**src/rtl/lw_regs_pkg.sv**
```systemverilog
package lw_regs_pkg;
    localparam int DATA_W   = 32;
    localparam int ADDR_W   = 16;
    localparam int NUM_REGS = 4;

    // register index order used by the decoder and read mux
    localparam int IDX_RX  = 0;
    localparam int IDX_HW  = 1;
    localparam int IDX_ST  = 2;
    localparam int IDX_IRQ = 3;

    localparam logic [ADDR_W-1:0] OFF_RX  = 16'h801C;
    localparam logic [ADDR_W-1:0] OFF_HW  = 16'h8020;
    localparam logic [ADDR_W-1:0] OFF_ST  = 16'h8044;
    localparam logic [ADDR_W-1:0] OFF_IRQ = 16'h8050;

    localparam int RX_CAL_BIT   = 8;
    localparam int HW_TX_BIT    = 0;
    localparam int HW_RX_BIT    = 2;
    localparam int ST_TXUP_BIT  = 0;
    localparam int IRQ_LINK_BIT = 6;

    localparam logic [DATA_W-1:0] RX_WMASK = 32'h8000_07F1;
    localparam logic [DATA_W-1:0] HW_WMASK =
        (DATA_W'(1) << HW_TX_BIT) | (DATA_W'(1) << HW_RX_BIT);

    typedef struct packed {
        logic [DATA_W-1:0] rx;
        logic [DATA_W-1:0] hw;
    } ctrl_regs_t;

    typedef struct packed {
        logic link;
    } evt_regs_t;

    function automatic logic [ADDR_W-1:0] reg_offset(input int idx);
        case (idx)
            IDX_RX:  return OFF_RX;
            IDX_HW:  return OFF_HW;
            IDX_ST:  return OFF_ST;
            default: return OFF_IRQ;
        endcase
    endfunction
endpackage

```
**src/rtl/lw_addr_decode.sv**
```systemverilog
module lw_addr_decode
    import lw_regs_pkg::*;
(
    input  logic [ADDR_W-1:0]   addr_i,
    output logic [NUM_REGS-1:0] hit_o
);
    for (genvar g = 0; g < NUM_REGS; g++) begin : g_hit
        assign hit_o[g] = (addr_i == reg_offset(g));
    end
endmodule

```
**src/rtl/lw_ctrl_regs.sv**
```systemverilog
module lw_ctrl_regs
    import lw_regs_pkg::*;
(
    input  logic              clk,
    input  logic              rst_n,
    input  logic              wr_rx_i,
    input  logic              wr_hw_i,
    input  logic [DATA_W-1:0] wdata_i,
    input  logic              cal_done_i,
    input  logic              tx_done_i,
    input  logic              tx_pwr_up_i,
    output logic [DATA_W-1:0] rx_ctrl_o,
    output logic [DATA_W-1:0] hw_ctrl_o
);
    ctrl_regs_t regs_d, regs_q;

    always_comb begin
        regs_d = regs_q;
        // completion strobe drops the calibration request it answers
        if (regs_q.rx[RX_CAL_BIT] && cal_done_i) begin
            regs_d.rx[RX_CAL_BIT] = 1'b0;
        end
        // transmit init finishes on a done strobe or when already powered
        if (regs_q.hw[HW_TX_BIT] && (tx_done_i || tx_pwr_up_i)) begin
            regs_d.hw[HW_TX_BIT] = 1'b0;
        end
        // a software write on the same edge takes precedence
        if (wr_rx_i) begin
            regs_d.rx = wdata_i & RX_WMASK;
        end
        if (wr_hw_i) begin
            regs_d.hw = wdata_i & HW_WMASK;
        end
    end

    always_ff @(posedge clk or negedge rst_n) begin
        if (!rst_n) begin
            regs_q <= '0;
        end else begin
            regs_q <= regs_d;
        end
    end

    assign rx_ctrl_o = regs_q.rx;
    assign hw_ctrl_o = regs_q.hw;


    cal_self_clear_chk: assert property (@(posedge clk) disable iff (!rst_n)
        (rx_ctrl_o[RX_CAL_BIT] && cal_done_i && !wr_rx_i) |=> !rx_ctrl_o[RX_CAL_BIT]);


    tx_powered_clear_chk: assert property (@(posedge clk) disable iff (!rst_n)
        (hw_ctrl_o[HW_TX_BIT] && tx_pwr_up_i && !wr_hw_i) |=> !hw_ctrl_o[HW_TX_BIT]);


    rx_reserved_chk: assert property (@(posedge clk) disable iff (!rst_n)
        (rx_ctrl_o & ~RX_WMASK) == '0);


    hw_rx_keep_chk: assert property (@(posedge clk) disable iff (!rst_n)
        (!wr_hw_i) |=> $stable(hw_ctrl_o[HW_RX_BIT]));
endmodule

```
**src/rtl/lw_event_regs.sv**
```systemverilog
module lw_event_regs
    import lw_regs_pkg::*;
(
    input  logic              clk,
    input  logic              rst_n,
    input  logic              w1c_i,
    input  logic              clr_link_i,
    input  logic              link_evt_i,
    output logic [DATA_W-1:0] status_o
);
    evt_regs_t evt_d, evt_q;

    always_comb begin
        evt_d = evt_q;
        if (w1c_i && clr_link_i) begin
            evt_d.link = 1'b0;
        end
        // hardware set is applied last so it wins over a same-edge clear
        if (link_evt_i) begin
            evt_d.link = 1'b1;
        end
    end

    always_ff @(posedge clk or negedge rst_n) begin
        if (!rst_n) begin
            evt_q <= '0;
        end else begin
            evt_q <= evt_d;
        end
    end

    always_comb begin
        status_o = '0;
        status_o[IRQ_LINK_BIT] = evt_q.link;
    end


    hw_set_wins_chk: assert property (@(posedge clk) disable iff (!rst_n)
        link_evt_i |=> status_o[IRQ_LINK_BIT]);


    w1c_clear_chk: assert property (@(posedge clk) disable iff (!rst_n)
        (w1c_i && clr_link_i && !link_evt_i) |=> !status_o[IRQ_LINK_BIT]);
endmodule

```
**src/rtl/lane_wrap_regs.sv**
```systemverilog
module lane_wrap_regs
    import lw_regs_pkg::*;
(
    input  logic              clk,
    input  logic              rst_n,
    input  logic              bus_wr_i,
    input  logic              bus_rd_i,
    input  logic [ADDR_W-1:0] bus_addr_i,
    input  logic [DATA_W-1:0] bus_wdata_i,
    output logic [DATA_W-1:0] bus_rdata_o,
    output logic [DATA_W-1:0] rx_ctrl_o,
    output logic [DATA_W-1:0] hw_ctrl_o,
    input  logic              tx_pwr_up_i,
    input  logic              tx_done_i,
    input  logic              cal_done_i,
    input  logic              link_evt_i,
    output logic              irq_o
);
    logic [NUM_REGS-1:0] hit;
    logic [DATA_W-1:0]   irq_status;
    logic [DATA_W-1:0]   lane_status;
    logic [DATA_W-1:0]   reg_view [NUM_REGS];

    lw_addr_decode u_dec (
        .addr_i (bus_addr_i),
        .hit_o  (hit)
    );

    lw_ctrl_regs u_ctrl (
        .clk         (clk),
        .rst_n       (rst_n),
        .wr_rx_i     (bus_wr_i && hit[IDX_RX]),
        .wr_hw_i     (bus_wr_i && hit[IDX_HW]),
        .wdata_i     (bus_wdata_i),
        .cal_done_i  (cal_done_i),
        .tx_done_i   (tx_done_i),
        .tx_pwr_up_i (tx_pwr_up_i),
        .rx_ctrl_o   (rx_ctrl_o),
        .hw_ctrl_o   (hw_ctrl_o)
    );

    lw_event_regs u_evt (
        .clk        (clk),
        .rst_n      (rst_n),
        .w1c_i      (bus_wr_i && hit[IDX_IRQ]),
        .clr_link_i (bus_wdata_i[IRQ_LINK_BIT]),
        .link_evt_i (link_evt_i),
        .status_o   (irq_status)
    );

    always_comb begin
        lane_status = '0;
        lane_status[ST_TXUP_BIT] = tx_pwr_up_i;
    end

    assign reg_view[IDX_RX]  = rx_ctrl_o;
    assign reg_view[IDX_HW]  = hw_ctrl_o;
    assign reg_view[IDX_ST]  = lane_status;
    assign reg_view[IDX_IRQ] = irq_status;

    always_comb begin
        bus_rdata_o = '0;
        for (int i = 0; i < NUM_REGS; i++) begin
            if (bus_rd_i && hit[i]) begin
                bus_rdata_o = bus_rdata_o | reg_view[i];
            end
        end
    end

    assign irq_o = |irq_status;


    unmapped_read_zero_chk: assert property (@(posedge clk) disable iff (!rst_n)
        (bus_rd_i && (hit == '0)) |-> (bus_rdata_o == '0));


    irq_follows_evt_chk: assert property (@(posedge clk) disable iff (!rst_n)
        link_evt_i |=> irq_o);
endmodule

```
**config.mk**
```make
export PLATFORM = sky130hd
export DESIGN_NAME = lane_wrap_regs
export DESIGN_NICKNAME = d
export VERILOG_FILES = /design/src/rtl/lw_regs_pkg.sv /design/src/rtl/lw_addr_decode.sv /design/src/rtl/lw_ctrl_regs.sv /design/src/rtl/lw_event_regs.sv /design/src/rtl/lane_wrap_regs.sv
export SDC_FILE = /design/constraint.sdc
export NUM_CORES = 1
export LEC_CHECK = 0
export ABC_AREA = 1
export BUFFER_PORTS_ARGS = -buffer_cell sky130_fd_sc_hd__buf_2
export CELL_PAD_IN_SITES_DETAIL_PLACEMENT = 2
export CELL_PAD_IN_SITES_GLOBAL_PLACEMENT = 2
export CORE_UTILIZATION = 16
export DETAILED_ROUTE_END_ITERATION = 8
export MAX_ROUTING_LAYER = met4
export PLACE_DENSITY = 0.92
export SKIP_LAST_GASP = 1
export SYNTH_ARGS = -nofsm -noshare
export SYNTH_HDL_FRONTEND = slang
export SYNTH_SLANG_ARGS = --single-unit
```
**constraint.sdc**
```tcl
create_clock -name clk -period 2.74 [get_ports clk]
set_input_delay 0.411 -clock clk [delete_from_list [all_inputs] [get_ports clk]]
set_output_delay 0.411 -clock clk [all_outputs]
set_load 0.02 [all_outputs]
```
==> results_dict.tcl, run 1 <==
set metrics [dict create \
    share_of_final_layout_standard_cells_stronger_than_drive_strength_1_pct 28.35 \
    route.detailed.wl_per_inst_um 10.89 \
    grt_start_max_net_pins 13 \
    critical_path_class "input pin to output port" \
    coreArea_mm2 0.008299 \
    layout.cells.most_common_list "sky130_fd_sc_hd__conb_1 (75), sky130_fd_sc_hd__buf_2 (55), sky130_fd_sc_hd__nand2_1 (40)" \
    n_antenna_cell 0 \
    setup_total_negative_slack_ps 0 \
    grt_usage_pct 8.481 \
    finClkSkew_ps 0 \
    power.share.combinational_pct 27.7 \
    cap_violations 0 \
    synthesized_area_divided_by_synthesized_cell_count_um2 7.079 \
    met3_track_usage_gr_pct 1.834 \
    setup_viol_count_final 0 \
    yosysTopAreaCell "sky130_fd_sc_hd__buf_4" \
    cts.repair_timing.setup_buffer_count 0 \
    grt_first_pass_wirelength_um 5678 \
    detailedRoute.firstPassIterationCount 3 \
    synthDistinctLibCells 21 \
    power.net_switching_mw 0.1942 \
    global_route.peak_usage_layer "met2" \
    die_width_um 95.13 \
    final_net_count 311 \
    synth_xor_xnor_area_share_pct 0 \
    tritoncts_clock_tree "yes" \
    post-route-drc-count 0 \
    flow.area_growth_from_synthesis_pct 12.71 \
    p_leak_nw 0.9552 \
    fill_cells 1041 \
    syn_area_mm2 0.001388 \
    synth_top_area_cells "sky130_fd_sc_hd__buf_4 (41%), sky130_fd_sc_hd__dfrtp_1 (22%), sky130_fd_sc_hd__nand2_1 (11%)" \
    synth.mux.area_fraction_pct 0 \
    dr_total_vias 1179 \
    count_of_hold_buffers_inserted_by_post_cts_repair 0 \
    final_util_pct 18.85 \
    final_cells 359 \
    synth-seq-area-share_pct 21.64 \
    pins_over_their_slew_limit 0 \
    period_minus_slack_ps 1944 \
    status "completed" \
    synth_compound_area_share_pct 0.6312 \
    starting_density_of_the_core_pct 16.72 \
    numPortBuffers 55 \
    globalplace.congestion 0.7220 \
    pin_count 153 \
    synth_top_family_by_area "buffers and inverters" \
    detail_route.vias_per_cell 3.284 \
    cts.repair.resized 0 \
    maximum_vdd_drop_uv 160.2 \
    htree_num_levels 1 \
    internal-power_mw 0.3272 \
    cts-buffers-inserted 3 \
    arrival_ps 1530 \
    synthCells 196 \
    grt-ovfl-total 0 \
    swShare_pct 37.24 \
    period_share_pct 70.93 \
    sequential_power_share_pct 34.0 \
    clock_sink_count 12 \
    placed_cells_incl_taps 355 \
    r2r_setup_slack_ps 1980 \
    die_height_um 95.13 \
    yosys.area_share.simple_pct 30.21 \
    synth-adder-area-share_pct 0 \
    first_iter_violations 21 \
    met1_usage_pct 9.391 \
    worstPathRequired_ps 2330 \
    clock_power_share_pct 38.3 \
    clk_pin_slew_worst_paths_ps 60 \
    worst_hold_path_type "input pin to async pin" \
    antenna_found_initial 0 \
    synth_top_cell_area_share_pct 40.58 \
    dpl.hpwl_um 3409 \
    clock_tree.buffer_depth 2 \
    ys_ff_latch 12 \
    crit_fanout 8 \
    die_area_mm2 0.009049 \
    total_power_divided_by_cell_area_mw_per_mm2 333.4 \
    ctsRootBufferMaster "sky130_fd_sc_hd__clkbuf_8" \
    insertion_delay_ps 240 \
    first_global_vias 1148 \
    antenna_left 0 \
    std_cell_rows 33 \
    fmax_ghz 0.5145 \
    finalHoldViolCount 0 \
    capture_instance_of_the_worst_register_to_register_path "u_ctrl.hw_ctrl_o[0]$_DFFE_PN0P_" \
    reg2reg_depth 3 \
    routed_wire_length_um 3908 \
    gr_layer_usage_met2_pct 15.77 \
    r2r-start "u_ctrl.hw_ctrl_o[0]$_DFFE_PN0P_" \
    setup.worst_path.end_class "output port" \
    cp-start-kind "input pin" \
    final_common_cell "sky130_fd_sc_hd__conb_1" \
    synthesis.yosys.warnings 0 \
    unrepaired_setup_endpoints_after_global_routing "false" \
]
[registers in the layout, indices dropped and copies added, names as in the netlist]
| signal | cells |
|---|---|
| u_evt.evt_q | 1 |
| u_ctrl.hw_ctrl_o | 2 |
| u_ctrl.rx_ctrl_o | 9 |
[final cells by class]
type | instances | area [um2] | share of cell area [%]
well taps | 105 | 131.4 | 8.400
multi-input cells | 159 | 709.4 | 45.36
flip-flops and latches | 12 | 300.3 | 19.20
inverters | 24 | 92.59 | 5.920
clock buffers | 4 | 55.05 | 3.520
repair buffers | 55 | 275.3 | 17.60
[metrics by stage]
step	hold slack (ps)	setup slack, ps	power, mW	instance area (um2)
2_1_floorplan	115.4	1096	0.3661	1665
3_3_place_gp	325.4	779.0	0.3200	1509
3_5_place_dp	328.4	758.5	0.3224	1509
4_1_cts	57.66	752.8	0.5307	1564
5_1_grt	63.79	637.5	0.5544	1564
6_report	49.72	796.4	0.5214	1564
[routing by layer]
metal  up-vias  wire length (um)
li1        560                 -
met1       545              1512
met2        72              2004
met3         2               366
met4         0                25
met5         -                 0
[cells in the mapped netlist]
library cell	number
sky130_fd_sc_hd__buf_4	75
sky130_fd_sc_hd__nand2_1	40
sky130_fd_sc_hd__inv_1	22
sky130_fd_sc_hd__nor2_1	14
sky130_fd_sc_hd__dfrtp_1	12
sky130_fd_sc_hd__nand3_1	7
sky130_fd_sc_hd__nand4_1	7
sky130_fd_sc_hd__nor2_4	3
sky130_fd_sc_hd__nand2_2	2
sky130_fd_sc_hd__nand3_2	2
sky130_fd_sc_hd__nand3b_1	2
sky130_fd_sc_hd__conb_1	1
sky130_fd_sc_hd__inv_2	1
sky130_fd_sc_hd__inv_4	1
sky130_fd_sc_hd__nand2_4	1
sky130_fd_sc_hd__nor2_2	1
sky130_fd_sc_hd__nor2_8	1
sky130_fd_sc_hd__nor3_1	1
sky130_fd_sc_hd__nor3b_1	1
sky130_fd_sc_hd__o21ai_2	1
sky130_fd_sc_hd__or2_0	1
[worst max-delay path, stage by stage]
cell and delay, ps:
sky130_fd_sc_hd__buf_2 110, sky130_fd_sc_hd__nor2_4 150, sky130_fd_sc_hd__nand2_2 80, sky130_fd_sc_hd__nor2_4 170
sky130_fd_sc_hd__nand3_2 250, sky130_fd_sc_hd__o21ai_2 180, sky130_fd_sc_hd__buf_2 170
[power groups by stage]
| stage | registers [mW] | logic (mW) | clock network [mW] |
|---|---|---|---|
| finish | 0.177 | 0.144 | 0.200 |
| global route | 0.177 | 0.158 | 0.219 |
| CTS | 0.177 | 0.142 | 0.211 |
| detailed placement | 0.181 | 0.142 | 0 |
| global placement | 0.181 | 0.140 | 0 |
| floorplan | 0.181 | 0.185 | 0 |
[how the worst max path moves through the flow]
stage                         startpoint         endpoint  slack [ps]  depth (start not counted)
after floorplan            bus_addr_i[8]  bus_rdata_o[10]        1100                          7
after global placement    bus_addr_i[12]   bus_rdata_o[6]         780                          9
after detailed placement   bus_addr_i[1]   bus_rdata_o[6]         760                          7
after CTS                 bus_addr_i[14]   bus_rdata_o[6]         750                          9
after global routing      bus_addr_i[12]  bus_rdata_o[10]         640                          9
final                      bus_addr_i[1]   bus_rdata_o[6]         800                          7
[kinds of logic after synthesis]
logic type / count (synthesis)
DFF: 12
buffers and inverters: 99
AOI/OAI and AO/OA: 1
other: 1
and+or+nand+nor: 83
Power figures use the tool's default switching activity.
==> run 2: changes to the inputs <==
--- a/config.mk
+++ b/config.mk
@@ -5,14 +5,14 @@
 export SDC_FILE = /design/constraint.sdc
 export NUM_CORES = 1
 export LEC_CHECK = 0
-export ABC_AREA = 1
+export ABC_AREA = 0
 export BUFFER_PORTS_ARGS = -buffer_cell sky130_fd_sc_hd__buf_2
 export CELL_PAD_IN_SITES_DETAIL_PLACEMENT = 2
 export CELL_PAD_IN_SITES_GLOBAL_PLACEMENT = 2
 export CORE_UTILIZATION = 16
 export DETAILED_ROUTE_END_ITERATION = 8
 export MAX_ROUTING_LAYER = met4
-export PLACE_DENSITY = 0.92
+export PLACE_DENSITY = 0.89
 export SKIP_LAST_GASP = 1
 export SYNTH_ARGS = -nofsm -noshare
 export SYNTH_HDL_FRONTEND = slang
==> constraint.sdc (replaced) <==
create_clock -name clk -period 2 [get_ports clk]
set_input_delay 0.3 -clock clk [delete_from_list [all_inputs] [get_ports clk]]
set_output_delay 0.3 -clock clk [all_outputs]
set_load 0.02 [all_outputs]
==> results_dict.tcl, run 2 <==
set metrics [dict create \
    dr_total_vias 930 \
    cp-start-kind "input pin" \
    synth_top_cells_by_count "sky130_fd_sc_hd__buf_4 (75), sky130_fd_sc_hd__dfrtp_1 (12), sky130_fd_sc_hd__mux2_4 (9)" \
    sequential_power_share_pct 37.5 \
    clock_power_share_pct 33.3 \
    htree_num_levels 1 \
    critical_path_class "input pin to output port" \
    final_net_count 257 \
    synth_top_cell_area_share_pct 42.90 \
    buf_inv_stages_crit_path 3 \
    arrival_ps 1510 \
    globalplace.congestion 0.7189 \
    worstPathRequired_ps 1700 \
    period_minus_slack_ps 1809 \
    route.detailed.wl_per_inst_um 11.09 \
    crit_chain "buf_2, nand2b_1, or3_4, nor2_1, buf_4, and2_1, buf_2" \
    detail_route.vias_per_cell 3.079 \
    numPortBuffers 55 \
    crit_fanout 7 \
    synthCells 139 \
    die_area_mm2 0.008569 \
    syn_area_mm2 0.001313 \
    share_of_final_layout_standard_cells_stronger_than_drive_strength_1_pct 38.69 \
    synthesis.yosys.warnings 0 \
    cpMostUsedCell "sky130_fd_sc_hd__buf_2" \
    cts.repair.resized 0 \
    clock_tree.buffer_depth 2 \
    max_stage_delay_ps 380 \
    power.net_switching_mw 0.2415 \
    dpl.hpwl_um 3014 \
    unrepaired_setup_endpoints_after_global_routing "false" \
    grt_first_pass_wirelength_um 4747 \
    post-route-drc-count 0 \
    crit_family "simple AND/OR/NAND/NOR gates" \
    clk_pin_slew_worst_paths_ps 50 \
    setup_viol_count_final 0 \
    tritoncts_clock_tree "yes" \
    synthesized_area_divided_by_synthesized_cell_count_um2 9.443 \
    fill_cells 964 \
    ctsRootBufferMaster "sky130_fd_sc_hd__clkbuf_8" \
    grt-ovfl-total 0 \
    setup.worst_path.end_class "output port" \
    antenna_found_initial 0 \
    pins_over_their_slew_limit 0 \
    synthDistinctLibCells 25 \
    fmax_ghz 0.5529 \
    antenna_left 0 \
    final_cells 302 \
    ys_ff_latch 12 \
    synth_edf_count 0 \
    internal-power_mw 0.4075 \
    maximum_vdd_drop_uv 160.2 \
    final_common_cell "sky130_fd_sc_hd__conb_1" \
    grt_start_max_net_pins 13 \
    starting_density_of_the_core_pct 16.73 \
    synth-seq-area-share_pct 22.88 \
    post-synth-top-count-cell "sky130_fd_sc_hd__buf_4" \
    pin_count 153 \
    synth_top_area_cells "sky130_fd_sc_hd__buf_4 (43%), sky130_fd_sc_hd__dfrtp_1 (23%), sky130_fd_sc_hd__mux2_4 (10%)" \
    layout.cells.most_common_list "sky130_fd_sc_hd__conb_1 (75), sky130_fd_sc_hd__buf_2 (55), sky130_fd_sc_hd__dfrtp_1 (12)" \
    largest_reg_flops 9 \
    async_reset_ff_share_pct 100.0 \
    clock_sink_count 12 \
    first_iter_violations 15 \
    yosysTopAreaCell "sky130_fd_sc_hd__buf_4" \
    std_cell_rows 32 \
    finClkSkew_ps 0 \
    period_share_pct 90.44 \
    flow.area_growth_from_synthesis_pct 14.20 \
    placed_cells_incl_taps 297 \
    die_height_um 92.57 \
    routed_wire_length_um 3349 \
    first_global_vias 901 \
    swShare_pct 37.22 \
    detailedRoute.firstPassIterationCount 2 \
    power.share.combinational_pct 29.3 \
    status "completed" \
    die_width_um 92.57 \
    insertion_delay_ps 230 \
    cap_violations 0 \
    total_power_divided_by_cell_area_mw_per_mm2 433.0 \
    setup_total_negative_slack_ps 0 \
    grt_usage_pct 7.427 \
    worst_hold_path_type "input pin to register" \
    cts-buffers-inserted 3 \
    critical-path-slowest-cell "sky130_fd_sc_hd__or3_4" \
    finalHoldViolCount 0 \
    ys_dominant_reg_cell "sky130_fd_sc_hd__dfrtp_1" \
    coreArea_mm2 0.007848 \
    p_leak_nw 0.8626 \
]
run 2: changes by cell type after synthesis, sizes merged, moves of 7 or more:
cell   before  now
and2        0    7
inv        24    1
mux2        0   11
nand2      43    3
nand3       9    2
nor2       19    6
run 2: repair_timing:
action,4_1_cts,5_1_grt
endpoints found under the setup margin,0,0
setup buffers,0,0
endpoints found under the hold margin,12,0
hold buffers,1,0
run 2: path summary, 6_finish.rpt:
| check | slack, ps | from | to | depth (start not counted) |
|---|---|---|---|---|
| max in group asynchronous | 1290 | rst_n | u_ctrl.rx_ctrl_o[10]$_DFFE_PN0P_ | 2 |
| worst max register to register | 1090 | u_ctrl.rx_ctrl_o[8]$_DFFE_PN0P_ | u_ctrl.rx_ctrl_o[8]$_DFFE_PN0P_ | 2 |
| worst max-delay path | 190 | bus_addr_i[6] | bus_rdata_o[10] | 7 |
| worst min register to register | 530 | u_ctrl.rx_ctrl_o[10]$_DFFE_PN0P_ | u_ctrl.rx_ctrl_o[10]$_DFFE_PN0P_ | 1 |
| min in group asynchronous | 480 | rst_n | u_ctrl.rx_ctrl_o[6]$_DFFE_PN0P_ | 2 |
| worst min-delay path | 260 | link_evt_i | u_evt.evt_q$_DFFE_PN0P_ | 2 |
run 2: cells by family after synthesis:
logic type,Yosys count,synth area share (%)
buffers and inverters,76,43.18
multiplexers,11,12.01
AND/OR/NAND/NOR,35,20.11
other,1,0.2857
flip-flops,12,22.88
AO/OA/AOI/OAI,4,1.525
run 2: layer usage:
metal  vias to the layer above  global-route usage (%)  part of all wire [%]
met5                         -                       -                     0
met4                         0                   1.563                  0.69
met3                         2                   2.627                    11
met2                        63                   14.51                    56
met1                       441                   6.869                    33
li1                        424                       -                     -
run 2: area by class of cell:
class	instances	area, um2	share of cell area [%]
well taps	102	127.6	8.514
inverters	1	3.754	0.2504
flip-flops and latches	12	300.3	20.03
repair buffers	58	300.3	20.03
multi-input cells	125	723.2	48.25
diodes	1	2.502	0.1669
clock buffers	3	41.29	2.755
run 2: power by group through the flow:
stage | registers, mW | clock network, mW | logic, mW
floorplan | 0.247 | 0 | 0.248
global placement | 0.247 | 0 | 0.182
detailed placement | 0.247 | 0 | 0.185
CTS | 0.243 | 0.234 | 0.187
global route | 0.243 | 0.244 | 0.204
finish | 0.243 | 0.216 | 0.190
run 2: stage by stage:
| stage | total power, mW | area, um2 | hold slack [ps] | setup WS [ps] | utilization [%] |
|---|---|---|---|---|---|
| 2_1_floorplan | 0.4950 | 1590 | 4.409 | 379.9 | - |
| 3_3_place_gp | 0.4290 | 1445 | 211.0 | 211.6 | 18.42 |
| 3_5_place_dp | 0.4322 | 1445 | 211.0 | 171.4 | 18.42 |
| 4_1_cts | 0.6639 | 1496 | 248.1 | 171.4 | 19.07 |
| 5_1_grt | 0.6912 | 1496 | 246.9 | 77.27 | 19.07 |
| 6_report | 0.6490 | 1499 | 259.6 | 191.3 | 19.10 |
